==> src/rtl/clk_ramp_pkg.sv <==
package clk_ramp_pkg;

    typedef enum logic [1:0] {
        MODE_IDLE = 2'd0,
        MODE_RAMP = 2'd1,
        MODE_FULL = 2'd2
    } ramp_mode_e;

    typedef struct packed {
        logic ce;
        logic done;
    } ramp_out_t;

    // Length in fast-clock cycles of ramp step s (doubles per step).
    function automatic int step_len(int first_len, int s);
        return first_len << s;
    endfunction

    // log2 of the division ratio of step s (step 0 is the slowest).
    function automatic int step_div_log(int steps, int s);
        return steps - s;
    endfunction

endpackage

==> src/rtl/ramp_edge_det.sv <==
module ramp_edge_det (
    input  logic clk,
    input  logic rst,
    input  logic sel_i,
    output logic rise_o
);
    logic sel_q;

    always_ff @(posedge clk) begin
        if (rst) sel_q <= 1'b0;
        else     sel_q <= sel_i;
    end

    assign rise_o = sel_i & ~sel_q;
endmodule

==> src/rtl/ramp_sequencer.sv <==
module ramp_sequencer
    import clk_ramp_pkg::*;
#(
    parameter int STAGES    = 3,
    parameter int FIRST_LEN = 8,
    parameter int STG_W     = 2,
    parameter int CNT_W     = 5
) (
    input  logic             clk,
    input  logic             rst,
    input  logic             sel_i,
    input  logic             rise_i,
    input  logic             ramp_en_i,
    output ramp_mode_e       nxt_mode_o,
    output logic [STG_W-1:0] nxt_stage_o,
    output logic [CNT_W-1:0] nxt_cnt_o
);
    ramp_mode_e       mode_q;
    logic [STG_W-1:0] stage_q;
    logic [CNT_W-1:0] cnt_q;
    logic [CNT_W-1:0] last_cnt [STAGES];

    // Final count value of each step, one entry per step.
    for (genvar s = 0; s < STAGES; s++) begin : g_len
        assign last_cnt[s] = CNT_W'(step_len(FIRST_LEN, s) - 1);
    end

    always_comb begin
        nxt_mode_o  = mode_q;
        nxt_stage_o = stage_q;
        nxt_cnt_o   = cnt_q;
        if (!sel_i) begin
            nxt_mode_o  = MODE_IDLE;
            nxt_stage_o = '0;
            nxt_cnt_o   = '0;
        end else begin
            unique case (mode_q)
                MODE_IDLE: begin
                    if (rise_i) begin
                        nxt_mode_o  = ramp_en_i ? MODE_RAMP : MODE_FULL;
                        nxt_stage_o = '0;
                        nxt_cnt_o   = '0;
                    end
                end
                MODE_RAMP: begin
                    if (cnt_q == last_cnt[stage_q]) begin
                        nxt_cnt_o = '0;
                        if (stage_q == STG_W'(STAGES - 1)) nxt_mode_o  = MODE_FULL;
                        else                               nxt_stage_o = stage_q + STG_W'(1);
                    end else begin
                        nxt_cnt_o = cnt_q + CNT_W'(1);
                    end
                end
                default: nxt_mode_o = MODE_FULL;
            endcase
        end
    end

    always_ff @(posedge clk) begin
        if (rst) begin
            mode_q  <= MODE_IDLE;
            stage_q <= '0;
            cnt_q   <= '0;
        end else begin
            mode_q  <= nxt_mode_o;
            stage_q <= nxt_stage_o;
            cnt_q   <= nxt_cnt_o;
        end
    end
endmodule

==> src/rtl/ramp_pulse_gen.sv <==
module ramp_pulse_gen
    import clk_ramp_pkg::*;
#(
    parameter int STAGES = 3,
    parameter int STG_W  = 2,
    parameter int CNT_W  = 5
) (
    input  logic             clk,
    input  logic             rst,
    input  ramp_mode_e       mode_i,
    input  logic [STG_W-1:0] stage_i,
    input  logic [CNT_W-1:0] cnt_i,
    output ramp_out_t        out_o
);
    logic [CNT_W-1:0] period_mask [STAGES];
    ramp_out_t        out_d;

    // Low count bits that must be zero for a pulse in each step.
    for (genvar s = 0; s < STAGES; s++) begin : g_mask
        assign period_mask[s] = CNT_W'((1 << step_div_log(STAGES, s)) - 1);
    end

    always_comb begin
        out_d.done = (mode_i == MODE_FULL);
        unique case (mode_i)
            MODE_FULL: out_d.ce = 1'b1;
            MODE_RAMP: out_d.ce = ((cnt_i & period_mask[stage_i]) == '0);
            default:   out_d.ce = 1'b0;
        endcase
    end

    always_ff @(posedge clk) begin
        if (rst) out_o <= '0;
        else     out_o <= out_d;
    end
endmodule

==> src/rtl/clk_ramp_div.sv <==
module clk_ramp_div
    import clk_ramp_pkg::*;
#(
    parameter int STAGES    = 3,
    parameter int FIRST_LEN = 8
) (
    input  logic clk,
    input  logic rst,
    input  logic ramp_en,
    input  logic pll_sel,
    output logic ce_o,
    output logic done_o
);
    localparam int STG_W = (STAGES > 1) ? $clog2(STAGES) : 1;
    localparam int CNT_W = $clog2(FIRST_LEN << (STAGES - 1));

    logic             rise;
    ramp_mode_e       nxt_mode;
    logic [STG_W-1:0] nxt_stage;
    logic [CNT_W-1:0] nxt_cnt;
    ramp_out_t        out_q;

    ramp_edge_det u_edge (
        .clk    (clk),
        .rst    (rst),
        .sel_i  (pll_sel),
        .rise_o (rise)
    );

    ramp_sequencer #(
        .STAGES    (STAGES),
        .FIRST_LEN (FIRST_LEN),
        .STG_W     (STG_W),
        .CNT_W     (CNT_W)
    ) u_seq (
        .clk         (clk),
        .rst         (rst),
        .sel_i       (pll_sel),
        .rise_i      (rise),
        .ramp_en_i   (ramp_en),
        .nxt_mode_o  (nxt_mode),
        .nxt_stage_o (nxt_stage),
        .nxt_cnt_o   (nxt_cnt)
    );

    ramp_pulse_gen #(
        .STAGES (STAGES),
        .STG_W  (STG_W),
        .CNT_W  (CNT_W)
    ) u_pulse (
        .clk     (clk),
        .rst     (rst),
        .mode_i  (nxt_mode),
        .stage_i (nxt_stage),
        .cnt_i   (nxt_cnt),
        .out_o   (out_q)
    );

    assign ce_o   = out_q.ce;
    assign done_o = out_q.done;
endmodule

==> config.mk <==
export PLATFORM = sky130hd
export DESIGN_NAME = clk_ramp_div
export DESIGN_NICKNAME = d
export VERILOG_FILES = /design/src/rtl/clk_ramp_pkg.sv /design/src/rtl/ramp_edge_det.sv /design/src/rtl/ramp_sequencer.sv /design/src/rtl/ramp_pulse_gen.sv /design/src/rtl/clk_ramp_div.sv
export SDC_FILE = /design/constraint.sdc
export NUM_CORES = 1
export LEC_CHECK = 0
export ABC_AREA = 0
export BUFFER_PORTS_ARGS = -buffer_cell sky130_fd_sc_hd__buf_2
export CAP_MARGIN = 5
export CORE_UTILIZATION = 40
export CTS_BUF_LIST = sky130_fd_sc_hd__clkbuf_2
export DETAILED_ROUTE_END_ITERATION = 7
export PLACE_DENSITY_LB_ADDON = 0.1
export SYNTH_ARGS = -nofsm -noshare
export SYNTH_HDL_FRONTEND = slang
export SYNTH_SLANG_ARGS = --single-unit
==> constraint.sdc <==
create_clock -name clk -period 4.5 [get_ports clk]
set_input_delay 0.225 -clock clk [delete_from_list [all_inputs] [get_ports clk]]
set_output_delay 0.225 -clock clk [all_outputs]
set_load 0.01 [all_outputs]
==> run_results.csv, run 1 <==
group,metric,value,unit
worst_setup_path,cp-startpoint,"u_seq.stage_q[1]$_SDFF_PP0_",
timing,hold-worst-slack,0.218,ns
hold_path,hold_start,"rst",
final_layout,areaGrowthSynthToFinish,7.56,%
worst_setup_path,path_class,"flip-flop to flip-flop",
final_layout,fin_util,46.4,%
flow_run,drv_cap,0,
clocking,insertion_delay,0.27,ns
floorplanning,row_count,15,
clocking,cts_setup_buffers,0,
drt,dr.pass1.iters,4,
clocking,ctsResizeCount,0,
final_layout,nNetsFinal,98,
grt,grt_pass1_wl,2360,µm
worst_setup_path,timing.rr.start,"u_seq.stage_q[1]$_SDFF_PP0_",
synth,synth_largest_area_cell,"dfxtp_1",
final_layout,fin_cells,111,
worst_setup_path,reg2reg_setup_slack,1.71,ns
grt,grt_antenna_before_repair,0,
timing,timing.slew.headroom,64.5,%
synth,synth_nets,90,
placed_design,gp_congestion,0.778,
clocking,cts_hold_buf,0,
timing,maxSlewViolCount,0,
timing,fin_crit,2.79,ns
drt,wl_per_cell,12.6,µm
worst_setup_path,r2r-end,"u_pulse.out_o[1]$_SDFF_PP0_",
final_layout,drive_gt1_share,14.0,%
clocking,htree_levels,1,
timing,setup_viol,0,
clocking,clock-sinks,12,
synth,yosys_warnings,0,
timing,rsz0062_at_grt,"false",
synth,synth-xor-area-share,5.88,%
floorplanning,core_region_area,0.00173,mm²
power,worst_ir_drop_vdd,165,µV
synth,synth-seq-cells,12,
timing,tns,0,ns
grt,grt_max_degree,10,
clocking,cts_tree,"yes",
worst_setup_path,cp-start-kind,"flip-flop",
drt,vias,578,
floorplanning,die_w,45.1,µm
floorplanning,pin_count,6,
synth,synth_cell_type_count,32,
grt,grt_pass1_vias,558,
synth,synth-seq-area-share,32.3,%
synth,synth_compound_area_share,22.9,%
clocking,clkTransAtPathRegs,0.12,ns
placed_design,io_buffer_count,5,
worst_setup_path,worstSetupEndpointType,"flip-flop",
synth,synth_fa_ha_area_share,10.1,%
drt,ant_nets,0,
synth,synth_area_per_cell,9.31,µm²
synth,yosys-top-cells-area,"dfxtp_1 (32%), ha_1 (10%), xor2_1 (5.9%), nor2b_1 (5.0%), o31ai_1 (4.0%)",
floorplanning,start_util,43.1,%
drt,vias_per_cell,5.21,
outcome,outcome,"finished, final reports clean",
worst_setup_path,worstPathRequired,4.72,ns
final_layout,num_antenna_cells,0,
placed_design,placed_cells,108,
hold_path,worstHoldPathCells,2,
drt,drtIter0Drc,7,
timing,worst_slew_pin_slew,0.528,ns
synth,synth_top_family_by_area,"compound AO/OA/AOI/OAI gates",
floorplanning,die_area,0.00204,mm²
synth,synthMuxAreaShare,2.86,%
grt,grt-ovfl-total,0,
synth,yosys.area.top_type_share,32.3,%
drt,routed_wl,1400,µm
timing,clock_skew,0.0138,ns
timing,period_share,61.9,%
grt,track_usage,16.5,%
synth,synthCells,80,
clocking,cts_max_path_buffers,2,
timing,hold_violations,0,
hold_path,hp-class,"primary input to flip-flop",
worst_setup_path,path_max_fanout,6,
power,p_leak,0.336,nW
worst_setup_path,crit_arrival,3.01,ns
drt,drc,0,
power,p_per_area,231,mW/mm²
worst_setup_path,ff2ff_path_depth,11,
hold_path,hold_end,"u_seq.stage_q[0]$_SDFF_PP0_",
clocking,numCtsBuffers,3,
floorplanning,die_h,45.1,µm
clocking,root_buffer,"clkbuf_2",
synth,synth-simple-area-share,21.5,%
synth,syn-cell-area,744,µm²
timing,fmax,359,MHz
==> Yosys cell counts <==
cell type and number:
or4b_4 1, o21ai_1 1, buf_6 1, o31ai_1 4, nor3b_1 1, o31a_1 1, a31oi_1 1, a2bb2oi_1 1
nor3_1 3, and2b_1 1, xor2_1 5, dfxtp_1 12, o21ai_0 2, a32oi_1 1, o311a_1 1, nand2b_1 2
a211oi_2 1, inv_1 5, nand4_1 2, a21oi_1 1, clkbuf_1 1, a2111oi_4 1, o31a_2 1, o21a_1 1
ha_1 6, o211a_1 2, nor2_1 6, mux2i_1 1, nand2_1 6, nand4b_1 1, mux2_1 1, nor2b_1 6
==> layout by cell type, fill, tap and decap left out, types with 2 or more instances in the layout <==
| master | instances |
|---|---|
| nor3_1 | 3 |
| nor2_1 | 6 |
| dfxtp_1 | 12 |
| inv_1 | 5 |
| ha_1 | 6 |
| xor2_1 | 5 |
| o31ai_1 | 4 |
| clkbuf_2 | 3 |
| nand2b_1 | 2 |
| nand4_1 | 2 |
| o211a_1 | 2 |
| nor2b_1 | 6 |
| nand2_1 | 6 |
| o21ai_0 | 2 |
| buf_2 | 5 |
==> stage by stage <==
step                power, mW  setup WS (ns)  instance area, µm²
floorplan               0.127           2.02                 744
global placement        0.134           1.78                 786
detailed placement      0.134           1.72                 786
CTS                     0.185           1.69                 801
global route            0.191           1.49                 801
finish                  0.185           1.71                 801
==> layout make-up <==
cell class / count / area, µm²
Fill cell: 186 / 926
Timing Repair Buffer: 5 / 25.0
Multi-Input combinational cell: 61 / 470
Sequential cell: 12 / 240
Tap cell: 25 / 31.3
Clock buffer: 3 / 15.0
Inverter: 5 / 18.8
==> state kept, by name, summed over array words and instances (netlist names) <==
signal,cells
u_seq.cnt_q,5
u_pulse.out_o,2
u_seq.mode_q,2
u_seq.stage_q,2
u_edge.sel_q,1
==> power by group <==
| group | switching [mW] | internal [mW] |
|---|---|---|
| sequential | 0.00227 | 0.108 |
| combinational | 0.0113 | 0.00885 |
| clock | 0.0355 | 0.0182 |
==> worst max-delay path by stage <==
stage          slack [ns]                     endpoint  cells after the start
2_1_floorplan        2.02  u_pulse.out_o[1]$_SDFF_PP0_                     11
3_3_place_gp         1.78  u_pulse.out_o[1]$_SDFF_PP0_                     11
3_5_place_dp         1.72  u_pulse.out_o[1]$_SDFF_PP0_                     11
4_1_cts              1.69  u_pulse.out_o[1]$_SDFF_PP0_                     11
5_1_grt              1.49  u_pulse.out_o[1]$_SDFF_PP0_                     11
6_report             1.71  u_pulse.out_o[1]$_SDFF_PP0_                     11
==> worst max-delay path, stage by stage, from the launching register on <==
cell and delay [ns]:
dfxtp_1 0.40, ha_1 0.17, or4b_4 0.49, a211oi_2 0.47
a31oi_1 0.18, o31a_1 0.15, nor2b_1 0.12, ha_1 0.25
nor2_1 0.11, o311a_1 0.18, o21ai_0 0.08, o21ai_1 0.13
==> routing by layer <==
layer	part of all wire (%)	global-route usage, %
met5	0	0
met2	47	27.0
met3	2.0	2.40
met1	48	20.1
met4	2.7	10.9
==> cells by family (layout without fill, tap and decap cells) <==
kind of cell    count (synthesis)  after routing
flops                          12             12
mux                             2              2
xor+xnor                        5              5
compound gates                 19             19
simple gates                   29             29
buf+inv                         7             13
fa+ha+maj                       6              6
(Power assumes the default switching activity.)
==> run 2, diff against run 1 <==
==> constraint.sdc (replaced) <==
create_clock -name clk -period 2.3 [get_ports clk]
set_input_delay 0.115 -clock clk [delete_from_list [all_inputs] [get_ports clk]]
set_output_delay 0.115 -clock clk [all_outputs]
set_load 0.01 [all_outputs]
==> run_results.csv, run 2 (synthesis gave the netlist of run 1 again) <==
group,metric,value,unit
final_layout,areaGrowthSynthToFinish,25.7,%
timing,period_share,107,%
worst_setup_path,worstPathRequired,2.51,ns
final_layout,layout_commonest_cell,"buf_4",
placed_design,placed_cell_area,913,µm²
timing,fin_crit,2.47,ns
floorplanning,die_w,45.1,µm
floorplanning,row_count,15,
timing,tns,-0.167,ns
worst_setup_path,worstSetupEndpointType,"flip-flop",
power,internal_power,268,µW
clocking,insertion_delay,0.27,ns
timing,worst_slew_pin_slew,0.582,ns
worst_setup_path,cp-start-kind,"flip-flop",
clocking,clock-sinks,12,
final_layout,n_fill_cell,182,
timing,hold_violations,0,
drt,ant_nets,0,
clocking,clkTransAtPathRegs,0.12,ns
timing,timing.slew.headroom,60.9,%
final_layout,final_cell_mix,"buf_4 (14), dfxtp_1 (10), nor2b_1 (6), nand2_1 (6), nor2_1 (6)",
outcome,outcome,"complete, but fails checks",
clocking,root_buffer,"clkbuf_2",
floorplanning,die_h,45.1,µm
power,p_clk_share,29.3,%
timing,fin_ws,-0.167,ns
hold_path,hp-class,"primary input to flip-flop",
grt,grt_util_met2,32.2,%
clocking,cts_setup_buffers,0,
flow_run,drv_cap,0,
timing,maxSlewViolCount,0,
floorplanning,core_region_area,0.00173,mm²
power,p_leak,0.404,nW
final_layout,fin_cells,125,
worst_setup_path,path_class,"flip-flop to flip-flop",
grt,use_met1,22.5,%
grt,grt_max_degree,10,
timing,hold-worst-slack,0.100,ns
final_layout,regMostFlops,"u_seq.cnt_q",
clocking,htree_levels,1,
timing,setup_viol,1,
clocking,numCtsBuffers,3,
power,worst_ir_drop_vdd,248,µV
power,p_sw_share,27.2,%
power,p_per_area,394,mW/mm²
outcome,violations,"setup timing",
grt,use_met3,2.40,%
placed_design,io_buffer_count,5,
clocking,cts_hold_buf,0,
power,seqPwrFrac,58.7,%
final_layout,largest_reg_flops,5,
worst_setup_path,reg2reg_setup_slack,-0.17,ns
grt,track_usage,18.3,%
drt,drc,0,
final_layout,drive_gt1_share,30.0,%
final_layout,design_area,936,µm²
clocking,ctsResizeCount,1,
timing,rsz0062_at_grt,"true",
clocking,cts_tree,"yes",
final_layout,num_antenna_cells,0,
grt,grt_antenna_before_repair,0,
worst_setup_path,path_max_fanout,3,
clocking,cts_max_path_buffers,2,
drt,routed_wl,1540,µm
drt,dr.pass1.iters,4,
floorplanning,pin_count,6,
floorplanning,start_util,43.1,%
floorplanning,die_area,0.00204,mm²
grt,grt-ovfl-total,0,
placed_design,placed_cells,122,
power,pwr-share-comb,12.0,%
grt,grt_pass1_wl,2650,µm
grt,busiest_layer,"met2",
drt,wl_per_cell,12.3,µm
drt,vias_per_cell,5.16,
power,p_sw,100,µW
drt,vias,645,
final_layout,nNetsFinal,112,
placed_design,dp_hpwl,1220,µm
timing,fmax,405,MHz
placed_design,dp_slack,-0.168,ns
timing,clock_skew,0.00167,ns
worst_setup_path,crit_arrival,2.68,ns
grt,grt_pass1_vias,605,
placed_design,gp_congestion,0.772,
drt,drtIter0Drc,9,
run 2: cell types whose count changed in the layout (fill, tap and decap cells not counted), sizes merged:
cell / delta
buf: +14
run 2: area by class of cell:
type	instances	area (µm²)	share of cell area (%)
multi-input combinational	61	498	53.2
tap	25	31.3	3.34
sequential	12	243	25.9
inverter	5	18.8	2.01
timing repair buffer	19	130	13.9
clock buffer	3	15.0	1.60
run 2: critical path: stages (launching register included):
cell	delay, ns
dfxtp_2	0.38
ha_4	0.13
or4b_4	0.47
a211oi_4	0.26
a31oi_1	0.14
o31a_1	0.16
nor2b_1	0.12
ha_1	0.25
nor2_1	0.10
o311a_1	0.18
o21ai_1	0.07
o21ai_1	0.14
run 2: worst paths after layout:
check | startpoint | to | cells past startpoint
worst max-delay path | u_seq.stage_q[0]$_SDFF_PP0_ | u_pulse.out_o[1]$_SDFF_PP0_ | 11
worst min-delay path | rst | u_seq.stage_q[0]$_SDFF_PP0_ | 2
worst max register to register | u_seq.stage_q[0]$_SDFF_PP0_ | u_pulse.out_o[1]$_SDFF_PP0_ | 11
worst min register to register | u_seq.cnt_q[4]$_SDFF_PP0_ | u_seq.cnt_q[4]$_SDFF_PP0_ | 2
run 2: power groups by stage:
| stage | Clock (mW) | Sequential (mW) | Combinational [mW] |
|---|---|---|---|
| 2_1_floorplan | 0 | 0.220 | 0.0277 |
| 3_5_place_dp | 0 | 0.221 | 0.0446 |
| 4_1_cts | 0.104 | 0.216 | 0.0448 |
| 5_1_grt | 0.113 | 0.217 | 0.0490 |
| 3_3_place_gp | 0 | 0.221 | 0.0442 |
| 6_report | 0.108 | 0.216 | 0.0442 |
run 2: layer usage:
layer	vias up	wire [µm]	share of wire [%]
li1	330	-	-
met1	302	767	50
met2	9	724	47
met3	4	27	1.7
met4	0	23	1.5
met5	-	0	0
run 2: through the flow:
stage | power [mW] | util [%]
detailed placement | 0.266 | 52.9
floorplan | 0.248 | -
global route | 0.379 | 54.2
finish | 0.369 | 54.2
global placement | 0.265 | 52.9
CTS | 0.365 | 54.2
==> run 3, diff against run 2 <==
--- a/config.mk
+++ b/config.mk
@@ -12,6 +12,7 @@
 export CTS_BUF_LIST = sky130_fd_sc_hd__clkbuf_2
 export DETAILED_ROUTE_END_ITERATION = 7
 export PLACE_DENSITY_LB_ADDON = 0.1
+export REMOVE_ABC_BUFFERS = 1
 export SYNTH_ARGS = -nofsm -noshare
 export SYNTH_HDL_FRONTEND = slang
 export SYNTH_SLANG_ARGS = --single-unit
==> run_results.csv, run 3 (synthesis gave the netlist of run 1 again) <==
group,metric,value,unit
floorplanning,core_region_area,0.00173,mm²
grt,grt-ovfl-total,0,
clocking,cts_max_path_buffers,2,
drt,vias,633,
worst_setup_path,worstSetupEndpointType,"flip-flop",
worst_setup_path,path_max_fanout,3,
grt,track_usage,19.4,%
power,p_per_area,383,mW/mm²
clocking,cts_tree,"yes",
clocking,htree_levels,1,
timing,hold_violations,0,
final_layout,drive_gt1_share,31.7,%
clocking,numCtsBuffers,3,
timing,worst_slew_pin_slew,0.591,ns
final_layout,layout_commonest_cell,"buf_4",
timing,period_share,108,%
placed_design,dp_hpwl,1190,µm
timing,rsz0062_at_grt,"true",
final_layout,areaGrowthSynthToFinish,29.4,%
timing,timing.slew.headroom,60.2,%
power,p_leak,0.408,nW
timing,maxSlewViolCount,0,
clocking,clock-sinks,12,
drt,vias_per_cell,5.02,
timing,fin_crit,2.48,ns
drt,ant_nets,0,
timing,fin_ws,-0.180,ns
hold_path,hp-class,"primary input to flip-flop",
power,power,369,µW
timing,tns,-0.180,ns
worst_setup_path,crit_arrival,2.69,ns
worst_setup_path,worstPathRequired,2.51,ns
drt,dr.pass1.iters,4,
clocking,root_buffer,"clkbuf_2",
drt,drtIter0Drc,18,
placed_design,io_buffer_count,5,
grt,grt_pass1_vias,622,
clocking,insertion_delay,0.27,ns
placed_design,gp_congestion,0.809,
timing,fmax,403,MHz
outcome,violations,"setup timing",
timing,setup_viol,1,
placed_design,dp_slack,-0.198,ns
floorplanning,pin_count,6,
floorplanning,die_area,0.00204,mm²
final_layout,nNetsFinal,112,
clocking,clkTransAtPathRegs,0.13,ns
grt,grt_antenna_before_repair,0,
final_layout,num_antenna_cells,0,
final_layout,largest_reg_flops,5,
final_layout,regMostFlops,"u_seq.cnt_q",
timing,clock_skew,0.0112,ns
drt,wl_per_cell,13.2,µm
worst_setup_path,path_class,"flip-flop to flip-flop",
flow_run,drv_cap,0,
floorplanning,start_util,43.1,%
clocking,cts_hold_buf,0,
power,worst_ir_drop_vdd,264,µV
final_layout,n_fill_cell,176,
worst_setup_path,cp-start-kind,"flip-flop",
outcome,outcome,"complete, but fails checks",
timing,hold-worst-slack,0.105,ns
grt,grt_max_degree,10,
final_layout,final_cell_mix,"buf_4 (14), dfxtp_1 (10), nor2b_1 (6), nand2_1 (6), nor2_1 (6)",
drt,drc,0,
floorplanning,die_h,45.1,µm
grt,grt_pass1_wl,2780,µm
drt,routed_wl,1670,µm
floorplanning,die_w,45.1,µm
floorplanning,row_count,15,
-- run 3: cell count changes in the layout (fill, tap and decap cells not counted) --
cell,delta
ha_4,+1
dfxtp_4,+2
a31oi_1,-1
a31oi_2,+1
clkinv_1,+1
ha_1,-1
dfxtp_2,-2
-- run 3: cell type report --
cell class	count	area [µm²]	share of cell area (%)
clock buffers	3	15.0	1.56
repair buffers	19	130	13.5
flip-flops and latches	12	248	25.7
multi-input cells	61	517	53.6
clock inverters	1	3.75	0.390
well taps	25	31.3	3.25
inverters	5	18.8	1.95
-- run 3: where the power goes --
| group | internal, mW | switching (mW) |
|---|---|---|
| registers | 0.210 | 0.00483 |
| logic | 0.0195 | 0.0235 |
| clock network | 0.0378 | 0.0730 |
-- run 3: timing repair --
item / in CTS / in global routing
pin swaps: 6 / 1
setup buffers: 1 / 0
cloned: 0 / 0
endpoints found under the setup margin: 1 / 1
resized for setup: 7 / 4
-- run 3: path summary, 6_finish.rpt --
path / start / end / slack [ns] / cells past startpoint
worst min register to register: u_seq.cnt_q[4]$_SDFF_PP0_ / u_seq.cnt_q[4]$_SDFF_PP0_ / 0.57 / 2
worst max-delay path: u_seq.stage_q[0]$_SDFF_PP0_ / u_pulse.out_o[1]$_SDFF_PP0_ / -0.18 / 11
worst min-delay path: rst / u_seq.stage_q[0]$_SDFF_PP0_ / 0.10 / 2
worst max register to register: u_seq.stage_q[0]$_SDFF_PP0_ / u_pulse.out_o[1]$_SDFF_PP0_ / -0.18 / 11
-- run 3: critical path, stage by stage, from the launching register on --
cell and delay (ns):
dfxtp_4 0.39, ha_4 0.13, or4b_4 0.47, a211oi_4 0.27
a31oi_2 0.14, o31a_1 0.14, nor2b_1 0.13, ha_1 0.25
nor2_1 0.10, o311a_1 0.18, o21ai_1 0.07, o21ai_1 0.16
-- run 3: metal layers --
| layer | up-vias | wire (µm) | GRT usage, % |
|---|---|---|---|
| li1 | 329 | - | - |
| met1 | 294 | 809 | 24.4 |
| met2 | 8 | 817 | 32.5 |
| met3 | 2 | 30 | 2.40 |
| met4 | 0 | 12 | 9.09 |
| met5 | - | 0 | 0 |
-- run 3: metrics by stage --
step	util [%]	std cells	area, µm²
CTS	54.4	126	940
floorplan	-	78	729
global route	55.8	126	963
detailed placement	51.2	121	883
global placement	51.2	121	883
finish	55.8	126	963
